**src/rtl/dma_pingpong_seq.sv**
```systemverilog
module dma_pingpong_seq #(
  parameter int AW = 32,
  parameter int CW = 16
) (
  input  logic          clk,
  input  logic          rst_n,
  input  logic          cfg_we,
  input  logic [2:0]    cfg_addr,
  input  logic [AW-1:0] cfg_wdata,
  input  logic          xfer_grant,
  input  logic [1:0]    xfer_size,
  input  logic          pin_in,
  output logic          pin_out,
  output logic          pin_oe,
  output logic          irq_done,
  output logic          irq_nfb,
  output logic          active_buf,
  output logic [AW-1:0] cur_addr,
  output logic [CW-1:0] cur_count
);
  localparam logic [2:0] A_MODE = 3'd4;
  localparam logic [2:0] A_CLR  = 3'd5;

  logic [AW-1:0] ptr [2];
  logic [CW-1:0] cnt [2];
  logic act, tc_mode, done_q, nfb_q;

  logic [2:0] step;
  assign step = (xfer_size == 2'd0) ? 3'd1 : (xfer_size == 2'd1) ? 3'd2 : 3'd4;

  wire run      = (cnt[act] != '0) && !done_q;
  wire eot      = !tc_mode && pin_in && run;
  wire go       = xfer_grant && run && !eot;
  wire last     = go && (cnt[act] <= CW'(step));
  wire retire   = eot || last;
  wire other_ok = cnt[!act] != '0;
  wire clr_wr   = cfg_we && (cfg_addr == A_CLR);

  always_ff @(posedge clk) begin
    if (!rst_n) begin
      for (int b = 0; b < 2; b++) begin
        ptr[b] <= '0;
        cnt[b] <= '0;
      end
      act     <= 1'b0;
      tc_mode <= 1'b0;
      done_q  <= 1'b0;
      nfb_q   <= 1'b0;
    end else begin
      for (int b = 0; b < 2; b++) begin
        if (go && act == 1'(b)) begin
          ptr[b] <= ptr[b] + AW'(step);
          cnt[b] <= last ? '0 : cnt[b] - CW'(step);
        end
        if (eot && act == 1'(b)) cnt[b] <= '0;
        if (cfg_we && cfg_addr == 3'(2*b))   ptr[b] <= cfg_wdata;
        if (cfg_we && cfg_addr == 3'(2*b+1)) cnt[b] <= cfg_wdata[CW-1:0];
      end
      if (retire) act <= !act;
      if (cfg_we && cfg_addr == A_MODE) tc_mode <= cfg_wdata[0];
      if (retire && !other_ok)          done_q <= 1'b1;
      else if (clr_wr && cfg_wdata[0])  done_q <= 1'b0;
      if (retire && other_ok)           nfb_q <= 1'b1;
      else if (clr_wr && cfg_wdata[1])  nfb_q <= 1'b0;
    end
  end

  assign pin_out    = tc_mode && last;
  assign pin_oe     = tc_mode;
  assign irq_done   = done_q;
  assign irq_nfb    = nfb_q;
  assign active_buf = act;
  assign cur_addr   = ptr[act];
  assign cur_count  = cnt[act];
endmodule

```
**config.mk**
```make
export PLATFORM = sky130hd
export DESIGN_NAME = dma_pingpong_seq
export DESIGN_NICKNAME = d
export VERILOG_FILES = /design/src/rtl/dma_pingpong_seq.sv
export SDC_FILE = /design/constraint.sdc
export NUM_CORES = 1
export LEC_CHECK = 0
export BUFFER_PORTS_ARGS = -buffer_cell sky130_fd_sc_hd__buf_2
export CORE_MARGIN = 2
export CORE_UTILIZATION = 40
export DETAILED_ROUTE_END_ITERATION = 12
export PLACE_DENSITY_LB_ADDON = 0.12
export SLEW_MARGIN = 10
export SYNTH_ARGS = -nofsm -noshare
export SYNTH_HDL_FRONTEND = slang
export SYNTH_SLANG_ARGS = --single-unit
```
**constraint.sdc**
```tcl
create_clock -name clk -period 7.6 [get_ports clk]
set_clock_uncertainty 0.15 [all_clocks]
set_input_delay 1.14 -clock clk [delete_from_list [all_inputs] [get_ports clk]]
set_output_delay 1.14 -clock clk [all_outputs]
set_load 0.01 [all_outputs]
```
After elaboration in Yosys (flattened, before gate mapping)
Memories as Yosys holds them, arrays and structs flattened. A register that Yosys moved wholly into a read port is not among the register bits.
Cells that the tools add are included.
Widths: inputs -> output; s select.
{"block": "totals", "elab_cells": 108, "regBits": 4, "ramBits": 96, "input_bits": 42, "n_memories": 2, "output_inout_bits": 53}
{"memory": "ptr", "depth": 2, "word_bits": 32, "rd": 3, "rd_clocked_by_memory_dff": 1, "write_ports": 2, "line": "24", "source": "logic [AW-1:0] ptr [2];"}
{"memory": "cnt", "depth": 2, "word_bits": 16, "rd": 4, "rd_clocked_by_memory_dff": 1, "write_ports": 2, "line": "25", "source": "logic [CW-1:0] cnt [2];"}
{"block": "op_classes", "add_sub_neg": 4, "muxes": 47, "order_cmp": 1, "n_bitwise": 11, "n_eq_ne": 6, "reduce_logical": 33}
{"cell": "$mux 16", "count": 8}
{"cell": "$mux 32", "count": 4}
{"cell": "$add 32x3->32", "count": 2}
{"cell": "$mux 1", "count": 33}
{"cell": "$reduce_bool 16->1", "count": 2}
{"cell": "$sub 16x3->16", "count": 2}
{"cell": "$logic_and 1x1->1", "count": 21}
{"cell": "$le 16x3->1", "count": 1}
{"cell": "$or 1x1->1", "count": 10}
{"cell": "$eq 3x2->1 const B", "count": 2}
{"cell": "$eq 3x3->1 const B", "count": 2}
{"cell": "$mux 3", "count": 2}
{"cell": "$logic_not 1->1", "count": 5}
{"cell": "$reduce_bool 2->1", "count": 2}
{"cell": "$eq 3x1->1 const B", "count": 1}
{"cell": "$logic_not 3->1", "count": 1}
{"cell": "$eq 2x1->1 const B", "count": 1}
{"cell": "$logic_not 2->1", "count": 1}
{"cell": "$logic_or 1x1->1", "count": 1}
{"cell": "$not 1->1", "count": 1}

Longest topological paths before layout
{"block": "logic_depth", "ltp_word": 12, "ltp_mapped": 12}

Worst setup path before layout
No wires, ideal clock.
{"block": "synth_path", "kind": "input to output", "from": "input port xfer_size[1]", "to": "output port pin_out", "setup_slack_ns": 3.317, "arrival_time_ns": 2.993, "path_stages": 8, "t_required_ns": 6.310, "cell_sequence": "inv_1 -> nand2_1 -> ha_1 -> a211oi_1 -> o21ai_0 -> nor3b_1 -> clkbuf_1 -> and2_1"}
{"block": "synth_via", "elab_chain_cells": 6, "word_cells_on_any_way": 7, "cone_classes": "1 x order compare; 1 x eq/ne; 2 x mux; 3 x reduce/logical"}
{"item": "from (decl)", "line": "11", "source": "input logic [1:0] xfer_size,"}
{"item": "$eq 2x1->1", "line": "29", "source": "assign step = (xfer_size == 2'd0) ? 3'd1 : (xfer_size == 2'd1) ? 3'd2 : 3'd4;"}
{"item": "$mux 3", "line": "29"}
{"item": "$mux 3 (*)", "line": "29"}
{"item": "$le 16x3->1 (*)", "line": "34", "source": "wire last = go && (cnt[act] <= CW'(step));"}
{"item": "$logic_and 1x1->1 (*)", "line": "34"}
{"item": "$logic_and 1x1->1 (*)", "line": "68", "source": "assign pin_out = tc_mode && last;"}
{"item": "to (decl)", "line": "13", "source": "output logic pin_out,"}
Mark *: on every way between the ends. The rest lies on a longest branch, timed or not.

==> impl_results.md <==
* Overflow after GRT at 0
* CTS Buffer Depth at 2
* Root Driver: clkbuf_16
* Synth Flop Type: edfxtp_1
* Worst-Skew Late Latency at 0.35 ns
* Yosys top cell area share at 0.402
* Worst slack, placed at 3.19 ns
* Placed Cells at 1051
* Area grow syn2layout at 13.6%
* CP Launch Type: flip-flop
* Post-CTS sizing at 0
* Row cnt at 48
* Unrepaired setup endpoints after global routing: false
* Post-Synthesis Cell Area at 0.00717 sq mm
* CTS clk-pin slew, worst paths at ~0.07 ns
* Largest net degree at the start of global routing at 54
* Slew HR at 0.218
* Clock power frac at 0.278
* Ys async rst share at 0
* Post-synthesis average cell area at 9.50 sq um
* Hold buffers post-CTS at 0
* DRC Markers at 0
* Final GP Congestion at between 0.8 and 0.9
* Type of the most critical hold path: flip-flop to flip-flop
* Measured slew at the worst slew-check pin at 1.16 ns
* Switching Fraction at 0.310
* Max Fanout on Critical Path at 52
* Die X at around 140 um
* Synth top area cells: edfxtp_1, nand2_1, mux2_2, xnor2_1, xor2_1
* Post-DR vias/cell at ~5.7
* Die ar. at about 0.019 sq mm
* VDD IR max at ~0.11 mV
* Wire per inst at 19.1 um
* Crit path DAT at between 3 and 4 ns
* Register share of total power at 0.482
* First-pass GRT wire length at roughly 32000 um
* Total Power at 1.53 mW
* WS Path Type: flip-flop to output port
* Final Instance Count excl. Fillers at 1066
* Hold Violations, Final at 0
* Core area at 0.0174 sq mm
* DR pass1 iterations at 5
* I/O Buffers at 94
* Post-Route Setup TNS at 0 ns
* GRT Total Usage at 0.220
* Post-Syn Instances at 755
* Setup ws final at 3.11 ns
* Crit. End Element: output port
* H-tree lvl count at 3
* TritonCTS clock tree: yes
* Num Clock Sinks at 101
* Die span in y at 138 um
* Min Hold Slack at roughly 0.36 ns
* Internal Dissipation at 1.06 mW
* Metal2 WL at ~9300 um
* # Post-CTS Setup Buffers at 0
* Inserted Diodes at 0
* Initial antenna violation count at 0
* Comb pwr share at 0.240
* Via count at 6026
* Max-Cap Viols at 0
* Status: completed
* Final Net Count at 898
* Max Used Layer: met4
* Post-synth net total at 816
* Final worst path period need at around 4.5 ns
* Met3 wire length at ~940 um
* Final setup fails at 0
* Netlist cell types at 56
* Area leader, netlist: edfxtp_1
* Pleak at 2.91 nW
* Final slew viol count at 0
* Synth Warn # at 0
* CP required at 6.31 ns
* Final Cycle Share at 0.591
* Final WL at 20300 um
* Post-synth EDFFs at 96
* Post-synthesis sequential area ratio at 0.416
* Sw Pwr at 0.475 mW
* Yosys reg bits at slightly above 100
* Commonest non-fill, non-tap cell in the layout: nand2_1
* Fraction of layout cells with a size suffix above 1 at 0.205
* Number of global-route vias before repair at 5762
* F_max at 223 MHz
* Starting Density at 0.412
* CTS Buf Count at 9
* Boundary pin count at 95
* Met1 Wirelength at slightly below 10000 um
* Final HPWL DP at 14400 um
* Post-DRT Antenna Nets at 0
* Most frequent cells in the layout: nand2_1, edfxtp_1, buf_2
* PwrDens at 188 mW/mm^2
* 1st-iter DRT viols at 482
-- cell families (layout without fill, tap and decap cells) --
group	Yosys count	after routing	synth area share
buffers and inverters	57	143	0.0324
DFF	101	101	0.416
xor gates and xnor gates	87	87	0.106
and+or+nand+nor	308	308	0.211
AOI/OAI and AO/OA	134	134	0.120
muxes	49	49	0.0769
adders and majority gates	19	19	0.0373
-- final cells by class --
class	instances	area, sq um
Clock buffer	12	236
Fill cell	1726	9270
Clock inverter	3	13.8
Multi-Input combinational cell	597	4000
Inverter	23	86.3
Sequential cell	101	2980
Timing Repair Buffer	105	553
Tap cell	225	282
-- path summary, 6_finish.rpt --
path | cells past startpoint | slack [ns] | to | startpoint
min | 2 | 0.36 | irq_nfb$_SDFFE_PN0P_ | irq_nfb$_SDFFE_PN0P_
max reg2reg | 7 | 3.62 | ptr[0][27]$_SDFFCE_PN0P_ | flip-flop
max | 7 | 3.11 | pin_out | flip-flop
min reg2reg | 2 | 0.36 | irq_nfb$_SDFFE_PN0P_ | irq_nfb$_SDFFE_PN0P_
-- sequential cells by signal, indices dropped and copies added, names as in the netlist, named ones only --
register,flops
ptr,64
cnt,32
active_buf,1
irq_done,1
irq_nfb,1
pin_oe,1
-- layer usage --
metal | up-vias | track usage
met5 | - | 0
met4 | 0 | 0.0697
met3 | 22 | 0.0241
met2 | 159 | 0.339
met1 | 2925 | 0.323
li1 | 2920 | -
-- power groups by stage --
stage	clock network [mW]	registers [mW]	logic, mW
after floorplan	0	0.730	0.251
after global placement	0	0.748	0.362
after detailed placement	0	0.749	0.368
after CTS	0.434	0.737	0.370
after global routing	0.451	0.747	0.409
final	0.426	0.739	0.368
-- synth_stat cells, types with 2 or more instances --
library cell  instances
nand2_1             142
edfxtp_1             96
o21ai_0              59
xnor2_1              44
xor2_1               43
mux2_2               39
nor2_1               35
o31ai_1              30
clkbuf_1             29
inv_1                23
nand3_1              23
or4_1                21
ha_1                 15
nor3_1               14
nand4_1              13
a21boi_1             12
and4_1                9
nor4_1                9
a21oi_1               7
and3_1                6
mux2i_1               6
a21o_1                5
dfxtp_1               5
nand3b_1              5
nor2b_1               5
or2_2                 5
or3_1                 5
a211oi_1              4
a21boi_0              4
fa_1                  4
and2_1                3
nor3b_1               3
a31oi_1               2
buf_2                 2
buf_6                 2
mux2_1                2
mux2_4                2
nand2b_1              2
o21ai_1               2
or2_1                 2
-- stage by stage --
step | instance area, sq um | utilization
after floorplan | 7170 | -
after global placement | 7900 | 0.454
after detailed placement | 7900 | 0.454
after CTS | 8150 | 0.468
after global routing | 8150 | 0.468
final | 8150 | 0.468
-- critical path, cell delays in order (launching register included) --
cell and delay (ns):
dfxtp_2 0.31, buf_4 0.58, mux2_1 0.40, or4_1 0.49
a211o_1 0.41, nor3b_1 0.32, and2_1 0.17, buf_2 0.12
Note: power is estimated with default switching activity, not from simulation.
